<file path="src/rtl/sarx_pkg.sv">
package sarx_pkg;
  // Strobes from control to datapath, one set per system clock cycle
  typedef struct packed {
    logic shift;     // a bit-clock rising edge was seen
    logic bitVal;    // data value sampled at that edge
    logic useNew;    // capture includes the bit shifted this cycle
    logic wide;      // effective 20-bit word
    logic capLeft;   // latch word into left register
    logic capRight;  // latch word into right register
    logic report;    // completed pair may be announced
  } sarx_strobe_t;
endpackage

</file>
<file path="src/rtl/sarx_sync.sv">
module sarx_sync #(
  parameter int STAGES = 2,
  parameter int WIDTH  = 3
) (
  input  logic             clk,
  input  logic             rstN,
  input  logic [WIDTH-1:0] d,
  output logic [WIDTH-1:0] q
);
  logic [WIDTH-1:0] stage [STAGES];

  for (genvar s = 0; s < STAGES; s++) begin : g_stage
    always_ff @(posedge clk or negedge rstN) begin
      if (!rstN) stage[s] <= '0;
      else if (s == 0) stage[s] <= d;
      else stage[s] <= stage[(s == 0) ? 0 : s-1];
    end
  end

  assign q = stage[STAGES-1];
endmodule

</file>
<file path="src/rtl/sarx_ctrl.sv">
module sarx_ctrl
  import sarx_pkg::*;
#(
  parameter int SYNC_STAGES = 2,
  parameter int SHORT_W     = 16,
  parameter int HOLD_FRAMES = 64,
  parameter int ZERO_RUN    = 65536
) (
  input  logic         clk,
  input  logic         rstN,
  input  logic         bitClkIn,
  input  logic         chanClkIn,
  input  logic         dataIn,
  input  logic         cfgI2s,
  input  logic         cfgWide,
  input  logic         cfgSwap,
  input  logic         cfgZeroDetEn,
  output sarx_strobe_t strobe,
  output logic         zeroFlag
);
  localparam int SLOT_W   = 6;
  localparam int HOLD_W   = $clog2(HOLD_FRAMES + 1);
  localparam int RUN_W    = $clog2(ZERO_RUN + 1);
  localparam logic [SLOT_W-1:0] SLOT_SAT = '1;
  localparam logic [SLOT_W-1:0] LSB_IDX  = SLOT_W'(SHORT_W - 1);
  localparam logic [HOLD_W-1:0] HOLD_V   = HOLD_W'(HOLD_FRAMES);
  localparam logic [RUN_W-1:0]  RUN_V    = RUN_W'(ZERO_RUN);

  logic [2:0] syncQ;
  logic bclkS, chanS, dataS;
  logic bclkPrev, chanPrev, dataPrev;
  logic bitTick, chanEdge, chanRise;
  logic [SLOT_W-1:0] slotCnt;
  logic [HOLD_W-1:0] riseCnt;
  logic [RUN_W-1:0]  runCnt;
  logic ready, leftSeen, capture, isLeft;

  sarx_sync #(.STAGES(SYNC_STAGES), .WIDTH(3)) u_sync (
    .clk(clk), .rstN(rstN),
    .d({dataIn, chanClkIn, bitClkIn}),
    .q(syncQ)
  );
  assign bclkS = syncQ[0];
  assign chanS = syncQ[1];
  assign dataS = syncQ[2];

  assign bitTick  = bclkS & ~bclkPrev;
  assign chanEdge = bitTick & (chanS ^ chanPrev);
  assign chanRise = chanEdge & chanS;
  assign ready    = (riseCnt == HOLD_V);

  always_comb begin
    if (cfgI2s) begin
      capture = bitTick & ~chanEdge & (slotCnt == LSB_IDX);
      isLeft  = chanS ^ cfgSwap;
    end else begin
      capture = chanEdge;
      isLeft  = chanPrev ^ cfgSwap;
    end
    strobe.shift    = bitTick;
    strobe.bitVal   = dataS;
    strobe.useNew   = cfgI2s;
    strobe.wide     = cfgWide & ~cfgI2s;
    strobe.capLeft  = capture & isLeft;
    strobe.capRight = capture & ~isLeft;
    strobe.report   = capture & ~isLeft & leftSeen & ready;
  end

  always_ff @(posedge clk or negedge rstN) begin
    if (!rstN) begin
      bclkPrev <= 1'b0;
      chanPrev <= 1'b0;
      dataPrev <= 1'b0;
      slotCnt  <= SLOT_SAT;
      riseCnt  <= '0;
      runCnt   <= '0;
      leftSeen <= 1'b0;
    end else begin
      bclkPrev <= bclkS;
      if (bitTick) begin
        chanPrev <= chanS;
        dataPrev <= dataS;
        if (chanEdge) slotCnt <= '0;
        else if (slotCnt != SLOT_SAT) slotCnt <= slotCnt + 1'b1;
        if (dataS != dataPrev) runCnt <= '0;
        else if (runCnt != RUN_V) runCnt <= runCnt + 1'b1;
      end
      if (chanRise && !ready) riseCnt <= riseCnt + 1'b1;
      if (strobe.capLeft) leftSeen <= ready;
      else if (strobe.capRight) leftSeen <= 1'b0;
    end
  end

  assign zeroFlag = cfgZeroDetEn & (runCnt == RUN_V);

  // hold-off never closes again once open
  p_ready_sticky_r6: assert property (@(posedge clk) disable iff (!rstN)
    ready |=> ready);
  // a pending left word exists only after the hold-off has opened
  p_seen_ready_r6: assert property (@(posedge clk) disable iff (!rstN)
    leftSeen |-> ready);
  // a data change drops the flag on the next cycle
  p_flag_clears_r9: assert property (@(posedge clk) disable iff (!rstN)
    (bitTick && (dataS != dataPrev)) |=> !zeroFlag);
  // the flag rises only while enabled and the data is unchanged
  p_flag_gate_r8: assert property (@(posedge clk) disable iff (!rstN)
    $rose(zeroFlag) |-> (cfgZeroDetEn && (dataS == dataPrev)));
endmodule

</file>
<file path="src/rtl/sarx_datapath.sv">
module sarx_datapath
  import sarx_pkg::*;
#(
  parameter int SAMPLE_W = 20,
  parameter int SHORT_W  = 16
) (
  input  logic                clk,
  input  logic                rstN,
  input  sarx_strobe_t        strobe,
  output logic [SAMPLE_W-1:0] leftOut,
  output logic [SAMPLE_W-1:0] rightOut,
  output logic                pairValid
);
  localparam int PAD = SAMPLE_W - SHORT_W;

  logic [SAMPLE_W-1:0] shiftReg, nextShift, src, word;

  assign nextShift = {shiftReg[SAMPLE_W-2:0], strobe.bitVal};
  assign src       = strobe.useNew ? nextShift : shiftReg;

  if (PAD > 0) begin : g_pad
    assign word = strobe.wide ? src : {src[SHORT_W-1:0], {PAD{1'b0}}};
    // a short word leaves the low bits zero
    p_pad_zero_r3: assert property (@(posedge clk) disable iff (!rstN)
      (strobe.capLeft && !strobe.wide) |=> (leftOut[PAD-1:0] == '0));
  end else begin : g_nopad
    assign word = src;
  end

  always_ff @(posedge clk or negedge rstN) begin
    if (!rstN) begin
      shiftReg  <= '0;
      leftOut   <= '0;
      rightOut  <= '0;
      pairValid <= 1'b0;
    end else begin
      if (strobe.shift) shiftReg <= nextShift;
      if (strobe.capLeft) leftOut <= word;
      if (strobe.capRight) rightOut <= word;
      pairValid <= strobe.report;
    end
  end

  // the pair strobe lasts one cycle
  p_pair_pulse_r7: assert property (@(posedge clk) disable iff (!rstN)
    pairValid |=> !pairValid);
  // left output holds between captures
  p_left_hold_r7: assert property (@(posedge clk) disable iff (!rstN)
    !strobe.capLeft |=> $stable(leftOut));
endmodule

</file>
<file path="src/rtl/serial_audio_rx.sv">
module serial_audio_rx #(
  parameter int SYNC_STAGES = 2,
  parameter int SAMPLE_W    = 20,
  parameter int SHORT_W     = 16,
  parameter int HOLD_FRAMES = 64,
  parameter int ZERO_RUN    = 65536
) (
  input  logic                clk,
  input  logic                rstN,
  input  logic                bitClkIn,
  input  logic                chanClkIn,
  input  logic                dataIn,
  input  logic                cfgI2s,
  input  logic                cfgWide,
  input  logic                cfgSwap,
  input  logic                cfgZeroDetEn,
  output logic [SAMPLE_W-1:0] leftOut,
  output logic [SAMPLE_W-1:0] rightOut,
  output logic                pairValid,
  output logic                zeroFlag
);
  sarx_pkg::sarx_strobe_t strobe;

  sarx_ctrl #(
    .SYNC_STAGES(SYNC_STAGES), .SHORT_W(SHORT_W),
    .HOLD_FRAMES(HOLD_FRAMES), .ZERO_RUN(ZERO_RUN)
  ) u_ctrl (
    .clk(clk), .rstN(rstN),
    .bitClkIn(bitClkIn), .chanClkIn(chanClkIn), .dataIn(dataIn),
    .cfgI2s(cfgI2s), .cfgWide(cfgWide), .cfgSwap(cfgSwap),
    .cfgZeroDetEn(cfgZeroDetEn),
    .strobe(strobe), .zeroFlag(zeroFlag)
  );

  sarx_datapath #(.SAMPLE_W(SAMPLE_W), .SHORT_W(SHORT_W)) u_dp (
    .clk(clk), .rstN(rstN), .strobe(strobe),
    .leftOut(leftOut), .rightOut(rightOut), .pairValid(pairValid)
  );
endmodule

</file>
<file path="config.mk">
export PLATFORM = sky130hd
export DESIGN_NAME = serial_audio_rx
export DESIGN_NICKNAME = d
export VERILOG_FILES = /design/src/rtl/sarx_pkg.sv /design/src/rtl/sarx_sync.sv /design/src/rtl/sarx_ctrl.sv /design/src/rtl/sarx_datapath.sv /design/src/rtl/serial_audio_rx.sv
export SDC_FILE = /design/constraint.sdc
export NUM_CORES = 1
export LEC_CHECK = 0
export ABC_AREA = 1
export BUFFER_PORTS_ARGS = -buffer_cell sky130_fd_sc_hd__buf_2
export CAP_MARGIN = 20
export CORE_ASPECT_RATIO = 0.7
export CORE_MARGIN = 1.5
export CORE_UTILIZATION = 50
export CTS_BUF_LIST = sky130_fd_sc_hd__clkbuf_4 sky130_fd_sc_hd__clkbuf_8
export CTS_CLUSTER_DIAMETER = 200
export CTS_CLUSTER_SIZE = 28
export DETAILED_ROUTE_END_ITERATION = 8
export PLACE_DENSITY = 0.71
export SYNTH_ARGS = -nofsm -noshare
export SYNTH_HDL_FRONTEND = slang
export SYNTH_SLANG_ARGS = --single-unit
</file>
<file path="constraint.sdc">
create_clock -name clk -period 4.22 [get_ports clk]
set_input_delay 0.211 -clock clk [delete_from_list [all_inputs] [get_ports clk]]
set_output_delay 0.211 -clock clk [all_outputs]
set_load 0.01 [all_outputs]
</file>
==> metrics, run 1 <==
Netlist Area Pre-Place 0.00482 mm^2; drt total wl between 10,000 and 15,000 um; initial antenna violation count 0; Avg Synthesized Cell Area roughly 8 um^2; Simple-Gate Fraction of Synth Area 0.303; first-pass GRT wire length roughly 18,000 um; fin nets 660; Rows 29; critical path type register to register; sw frac 0.304; main combinational cell family by area after synthesis simple AND/OR/NAND/NOR gates; final setup fails 0; n_diodes 0; max_cap viols 0; sw power about 0.0008 W; multiplexer share of the synthesized area 0; Die X around 120 um; H-tree levels 3; Avg WL per Cell roughly 14 um; drt drc 0; R2R depth 7; Post-synth EDFFs 0; Slew Viols, Final 0; DPL Wire Length ~7500 um; gpl congestion between 0.8 and 0.9; critical path peak fanout 22; RSZ-0062 raised after global routing no; worst min path class register to register; hold path depth 0; Main synth FF type dfrtp_1; actual slew at the worst max-slew pin between 1 and 1.5 ns; Synth Area in Compound Gates 0.0701; Clk pwr share 0.308; Adder-Cell Fraction of Synth Area 0.0130; CTS sink cnt 100; status finished, final reports clean; layout cells sized above 1 0.137; Synth-to-Final Area Change 12.7%; 1st-iter DRT viols approximately 340; worst skew pair latency ~0.37 ns; VDD IR max ~0.28 mV; register area share after synthesis 0.521; type of origin of the critical path register; Final Hold Vio Count 0; CTS tree yes; critical path endpoint category register; drt first pass iters 5; Initial Util 0.523; XOR/XNOR Fraction of Synth Area 0.0304; vias in the first global route 3,651; Mapped Nets around 620; fmax between 300 and 400 MHz; CTS Buffer Depth 2; Slew HR 0.305; grt ovf 0; Unique masters post-synth 30; Synth Instances about 600; DR vias/cell between 5 and 6; post-route ant nets 0; Port Buffers 50; synthesized flop and latch total 100; PostCTS Resize Cnt 0; total core area 0.00922 mm^2; Fin Hold WS approximately 0.38 ns; largest net degree at the start of global routing 70; Root Buffer clkbuf_8; Clock transition at path regs about 0.090 ns; fin crit period about 2.7 ns; Setup TNS 0 ns; combinational power share 0.204; internal power 0.00184 W; die area 0.0102 mm^2; Total Routing Usage GR 0.218; synth warn 0; DIE HEIGHT 85.1 um; fin crit share 0.637; routed via count 4,063; PD cells 488 mW/mm^2; required time worst endpoint approximately 4.5 ns; leakage roughly 2.8 nW; Synth async-reset ratio 1.00; # IOs 51; skew final between 0.01 and 0.015 ns; sequential power share 0.488; Worst EP arrival 3.00 ns; CTS Buf Count 9
## cell families after synthesis
kind of cell / count (synthesis)
compound gates: 62
xor+xnor: 15
fa+ha+maj: 5
buf+inv: 67
flops: 100
simple gates: 353
## through the flow
step	power (W)	std cells	util	area (um^2)	setup WS (ns)
floorplan	0.00163	602	-	4820	2.60
detailed placement	0.00185	755	0.555	5110	1.60
global placement	0.00182	755	0.555	5110	1.71
finish	0.00265	775	0.589	5430	1.53
CTS	0.00267	775	0.589	5430	1.59
global route	0.00281	775	0.589	5430	1.32
## state kept, by name (all words and copies together) (netlist names)
signal / cells
u_ctrl.bclkPrev: 1
u_ctrl.u_sync.q: 3
u_dp.rightOut: 20
u_dp.shiftReg: 20
u_ctrl.runCnt: 17
u_dp.pairValid: 1
u_dp.leftOut: 20
u_ctrl.slotCnt: 6
u_ctrl.chanPrev: 1
u_ctrl.u_sync.stage: 3
u_ctrl.riseCnt: 7
u_ctrl.leftSeen: 1
## worst paths after layout
check / slack, ns / from / end
min in group asynchronous: 0.49 / rstN / u_ctrl.runCnt[9]
min reg2reg: 0.38 / u_ctrl.u_sync.stage[4] / u_ctrl.u_sync.q[1]
max in group asynchronous: 2.76 / rstN / u_ctrl.runCnt[11]
min: 0.38 / u_ctrl.u_sync.stage[4] / u_ctrl.u_sync.q[1]
max: 1.53 / u_ctrl.chanPrev / u_dp.leftOut[1]
max reg2reg: 1.53 / u_ctrl.chanPrev / u_dp.leftOut[1]
## final cells by class
| cell class | count | area (um^2) |
|---|---|---|
| multi-input combinational | 435 | 2010 |
| sequential | 100 | 2510 |
| clock buffer | 11 | 151 |
| timing repair buffer | 56 | 308 |
| inverter | 44 | 165 |
| fill | 827 | 3780 |
| clock inverter | 5 | 129 |
| tap | 124 | 155 |
## worst max-delay path, cell delays in order (launching register included)
cell	delay [ns]
dfrtp_1	0.43
inv_1	0.09
o21ai_1	0.09
xnor2_2	0.80
inv_2	0.39
nand2_1	0.62
nand2_1	0.12
nand2_1	0.08
## timing repair
action,CTS,global route
buffers inserted,0,0
hold buffers,4,0
endpoints found under the hold margin,47,0
## cell usage after synthesis (2+ instances only)
| cell type | number | area share |
|---|---|---|
| nor2_1 | 67 | 0.052 |
| nor2_2 | 2 | 0.0026 |
| buf_6 | 2 | 0.0047 |
| a21oi_1 | 4 | 0.0042 |
| nand3b_1 | 3 | 0.0047 |
| nand2_2 | 3 | 0.0039 |
| nand3_1 | 65 | 0.067 |
| inv_1 | 42 | 0.033 |
| xnor2_1 | 3 | 0.0055 |
| xnor2_2 | 2 | 0.0067 |
| nand2_1 | 203 | 0.16 |
| ha_1 | 5 | 0.013 |
| dfstp_2 | 6 | 0.033 |
| o21ai_0 | 31 | 0.032 |
| or2_2 | 2 | 0.0026 |
| o22ai_1 | 16 | 0.021 |
| clkbuf_1 | 5 | 0.0039 |
| buf_2 | 9 | 0.0093 |
| nand4_1 | 2 | 0.0026 |
| buf_4 | 7 | 0.011 |
| nor3_1 | 4 | 0.0042 |
| dfrtp_1 | 94 | 0.49 |
| xor2_1 | 10 | 0.018 |
| o21ai_1 | 9 | 0.0093 |
## per-layer routing
| metal | vias up | wire length, um | global-route usage |
|---|---|---|---|
| li1 | 2008 | - | - |
| met1 | 1938 | 5380 | 0.332 |
| met2 | 111 | 4510 | 0.315 |
| met3 | 6 | 580 | 0.0544 |
| met4 | 0 | 64 | 0.0524 |
| met5 | - | 0 | 0 |
## power groups by stage
| stage | clock (W) | sequential, W | combinational, W |
|---|---|---|---|
| 6_report | 0.000816 | 0.00129 | 0.000540 |
| 5_1_grt | 0.000878 | 0.00132 | 0.000616 |
| 4_1_cts | 0.000837 | 0.00129 | 0.000547 |
| 3_5_place_dp | 0 | 0.00131 | 0.000542 |
| 3_3_place_gp | 0 | 0.00130 | 0.000525 |
| 2_1_floorplan | 0 | 0.00133 | 0.000295 |
## layout by cell type, fill, tap and decap left out, drive strengths merged, types with 6 or more instances in the layout
master  instances
buf            52
clkbuf         11
dfrtp          94
dfstp           6
inv            44
nand2         207
nand3          66
nor2           69
o21ai          41
o22ai          16
xor2           10
Power figures use the tool's default switching activity.
==> inputs of run 2 (changes only) <==
==> constraint.sdc (replaced) <==
create_clock -name clk -period 2.5 [get_ports clk]
set_input_delay 0.125 -clock clk [delete_from_list [all_inputs] [get_ports clk]]
set_output_delay 0.125 -clock clk [all_outputs]
set_load 0.01 [all_outputs]
==> metrics, run 2 (synthesized netlist as in run 1, its figures left out) <==
routed via count 4,064 (+0.025%); max_cap viols 0 (unchanged); commonest non-fill, non-tap cell in the layout nand2_1; fin crit period 2.18 ns (-0.509 ns); Fin Hold WS 0.238 ns (-0.138 ns); Synth-to-Final Area Change 13.4%; Avg WL per Cell 13.4 um (-1.2%); Levels on crit path 8 (+1); die area 0.0102 mm^2 (unchanged); CTS tree yes; Clk pwr share 0.288 (-0.020); post-route ant nets 0 (unchanged); Total Routing Usage GR 0.218 (about the same); H-tree levels 3 (unchanged); initial antenna violation count 0 (unchanged); Setup WS post-layout 0.322 ns (-1.21 ns); Fill cells 852 (+3.0%); drt first pass iters 5 (unchanged); gpl congestion 0.883 (+5.7%); Slew Viols, Final 0 (unchanged); Bufs and invs on worst path 0 (-2); leakage 2.81 nW (+1.0%); DIE HEIGHT 85.1 um (unchanged); hold path depth 4 (+4); fmax 459 MHz (+23%); Worst EP arrival 2.43 ns (-0.57 ns); critical path type register to register; Worst R2R Start u_ctrl.slotCnt[0]; Final Hold Vio Count 0 (unchanged); first-pass GRT wire length 17,700 um (+0.83%); Top delay family on crit path simple AND/OR/NAND/NOR gates; worst-path cell with the longest stage delay dfstp_2; largest net degree at the start of global routing 39 (-44%); R2R depth 8 (+1); 1st-iter DRT viols 281 (-18%); worst slack at placement 0.357 ns (-1.24 ns); drt drc 0 (unchanged); sw frac 0.307 (+0.00344); CP max stage delay 0.56 ns (-0.24 ns); CTS Buffer Depth 2 (unchanged); Hold Path Sink u_dp.rightOut[15]; Die X 120 um (unchanged); skew final 0.0109 ns (-0.00339 ns); required time worst endpoint 2.75 ns (-1.78 ns); vias in the first global route 3,722 (+1.9%); Port Buffers 50 (unchanged); DPL Wire Length 7500 um (about the same); internal power 0.00303 W (+64%); design area 0.00547 mm^2 (+0.62%); Clock transition at path regs 0.09 ns (about the same); sequential power share 0.496 (+0.008); Root Buffer clkbuf_8; Setup TNS 0 ns (unchanged); critical path peak fanout 20 (-9.1%); fin nets 668 (+1.2%); register area 0.00251 mm^2 (unchanged); Rows 29 (unchanged); CTS sink cnt 100 (unchanged); Reg-to-Reg End u_dp.leftOut[19]; # IOs 51 (unchanged); DR vias/cell 5.19 (-1.0%); Slew HR 0.566 (+0.261); CP Cell Sequence ha_1 -> nand3_1 -> nor2_1 -> nand3_2 -> nand2_4 -> nand2_1 -> nand2_1 -> nand2_1; final setup fails 0 (unchanged); worst min path class input port to register; CTS Buf Count 9 (unchanged); type of origin of the critical path register; PD cells 801 mW/mm^2 (+64%); r2r setup slk 0.32 ns (-1.21 ns); crit-path most repeated cell nand2_1; worst skew pair latency 0.37 ns (about the same); HP Start cfgSwap; largest registers u_dp.leftOut (20), u_dp.rightOut (20), u_dp.shiftReg (20); actual slew at the worst max-slew pin 0.650 ns (-0.388 ns); n_diodes 0 (unchanged); drt total wl 10,500 um (-0.14%); RSZ-0062 raised after global routing no; DP Area 0.00517 mm^2 (+1.2%); sw power 0.00135 W (+67%); layout cells sized above 1 0.147 (+0.0105); fin crit share 0.871 (+0.234); VDD IR max 0.513 mV (+80%); grt ovf 0 (unchanged); total core area 0.00922 mm^2 (unchanged); most frequent cells in the layout nand2_1, dfrtp_1, nor2_1; combinational power share 0.216 (+0.012); area of the multi-input gates 0.00201 mm^2 (unchanged); final core occ 0.593 (+0.00367); critical path endpoint category register; Initial Util 0.523 (unchanged); status finished, final reports clean
## run 2: worst max path at each step
stage	from	endpoint
2_1_floorplan	u_ctrl.slotCnt[0]	u_dp.leftOut[0]
6_report	u_ctrl.slotCnt[0]	u_dp.leftOut[19]
3_3_place_gp	u_ctrl.slotCnt[0]	u_dp.leftOut[10]
3_5_place_dp	u_ctrl.slotCnt[0]	u_dp.leftOut[13]
5_1_grt	u_ctrl.slotCnt[0]	u_dp.leftOut[3]
4_1_cts	u_ctrl.slotCnt[0]	u_dp.leftOut[19]
## run 2: final cells by class
type	instances	area share
timing repair buffer	64	0.0673
multi-input combinational	435	0.368
clock buffer	12	0.0291
clock inverter	4	0.0174
sequential	100	0.459
inverter	44	0.0302
tap	124	0.0284
## run 2: metrics by stage
step / instances / total power [W]
4_1_cts: 783 / 0.00442
5_1_grt: 783 / 0.00464
3_5_place_dp: 763 / 0.00314
6_report: 783 / 0.00438
2_1_floorplan: 602 / 0.00275
3_3_place_gp: 763 / 0.00310
## run 2: power by group through the flow
stage	Combinational [W]	Sequential, W	Clock, W
2_1_floorplan	0.000497	0.00225	0
3_3_place_gp	0.000911	0.00219	0
3_5_place_dp	0.000946	0.00219	0
4_1_cts	0.000957	0.00217	0.00129
5_1_grt	0.00107	0.00221	0.00135
6_report	0.000945	0.00217	0.00126
## run 2: repair_timing
item	4_1_cts	5_1_grt
gates resized for setup	0	0
hold buffers	4	0
endpoints found under the hold margin	38	0
buffers inserted	0	0
## run 2: worst register-to-register path, stage by stage, from the launching register on
cell and delay, ns:
dfstp_2 0.56, ha_1 0.18, nand3_1 0.13, nor2_1 0.18, nand3_2 0.13, nand2_4 0.18, nand2_1 0.42, nand2_1 0.20
nand2_1 0.08
## run 2: layer usage
metal / track usage / part of all wire / up-vias
li1: - / - / 2023
met1: 0.315 / 0.49 / 1899
met2: 0.331 / 0.44 / 131
met3: 0.0544 / 0.059 / 11
met4: 0.0610 / 0.012 / 0
met5: 0 / 0 / -
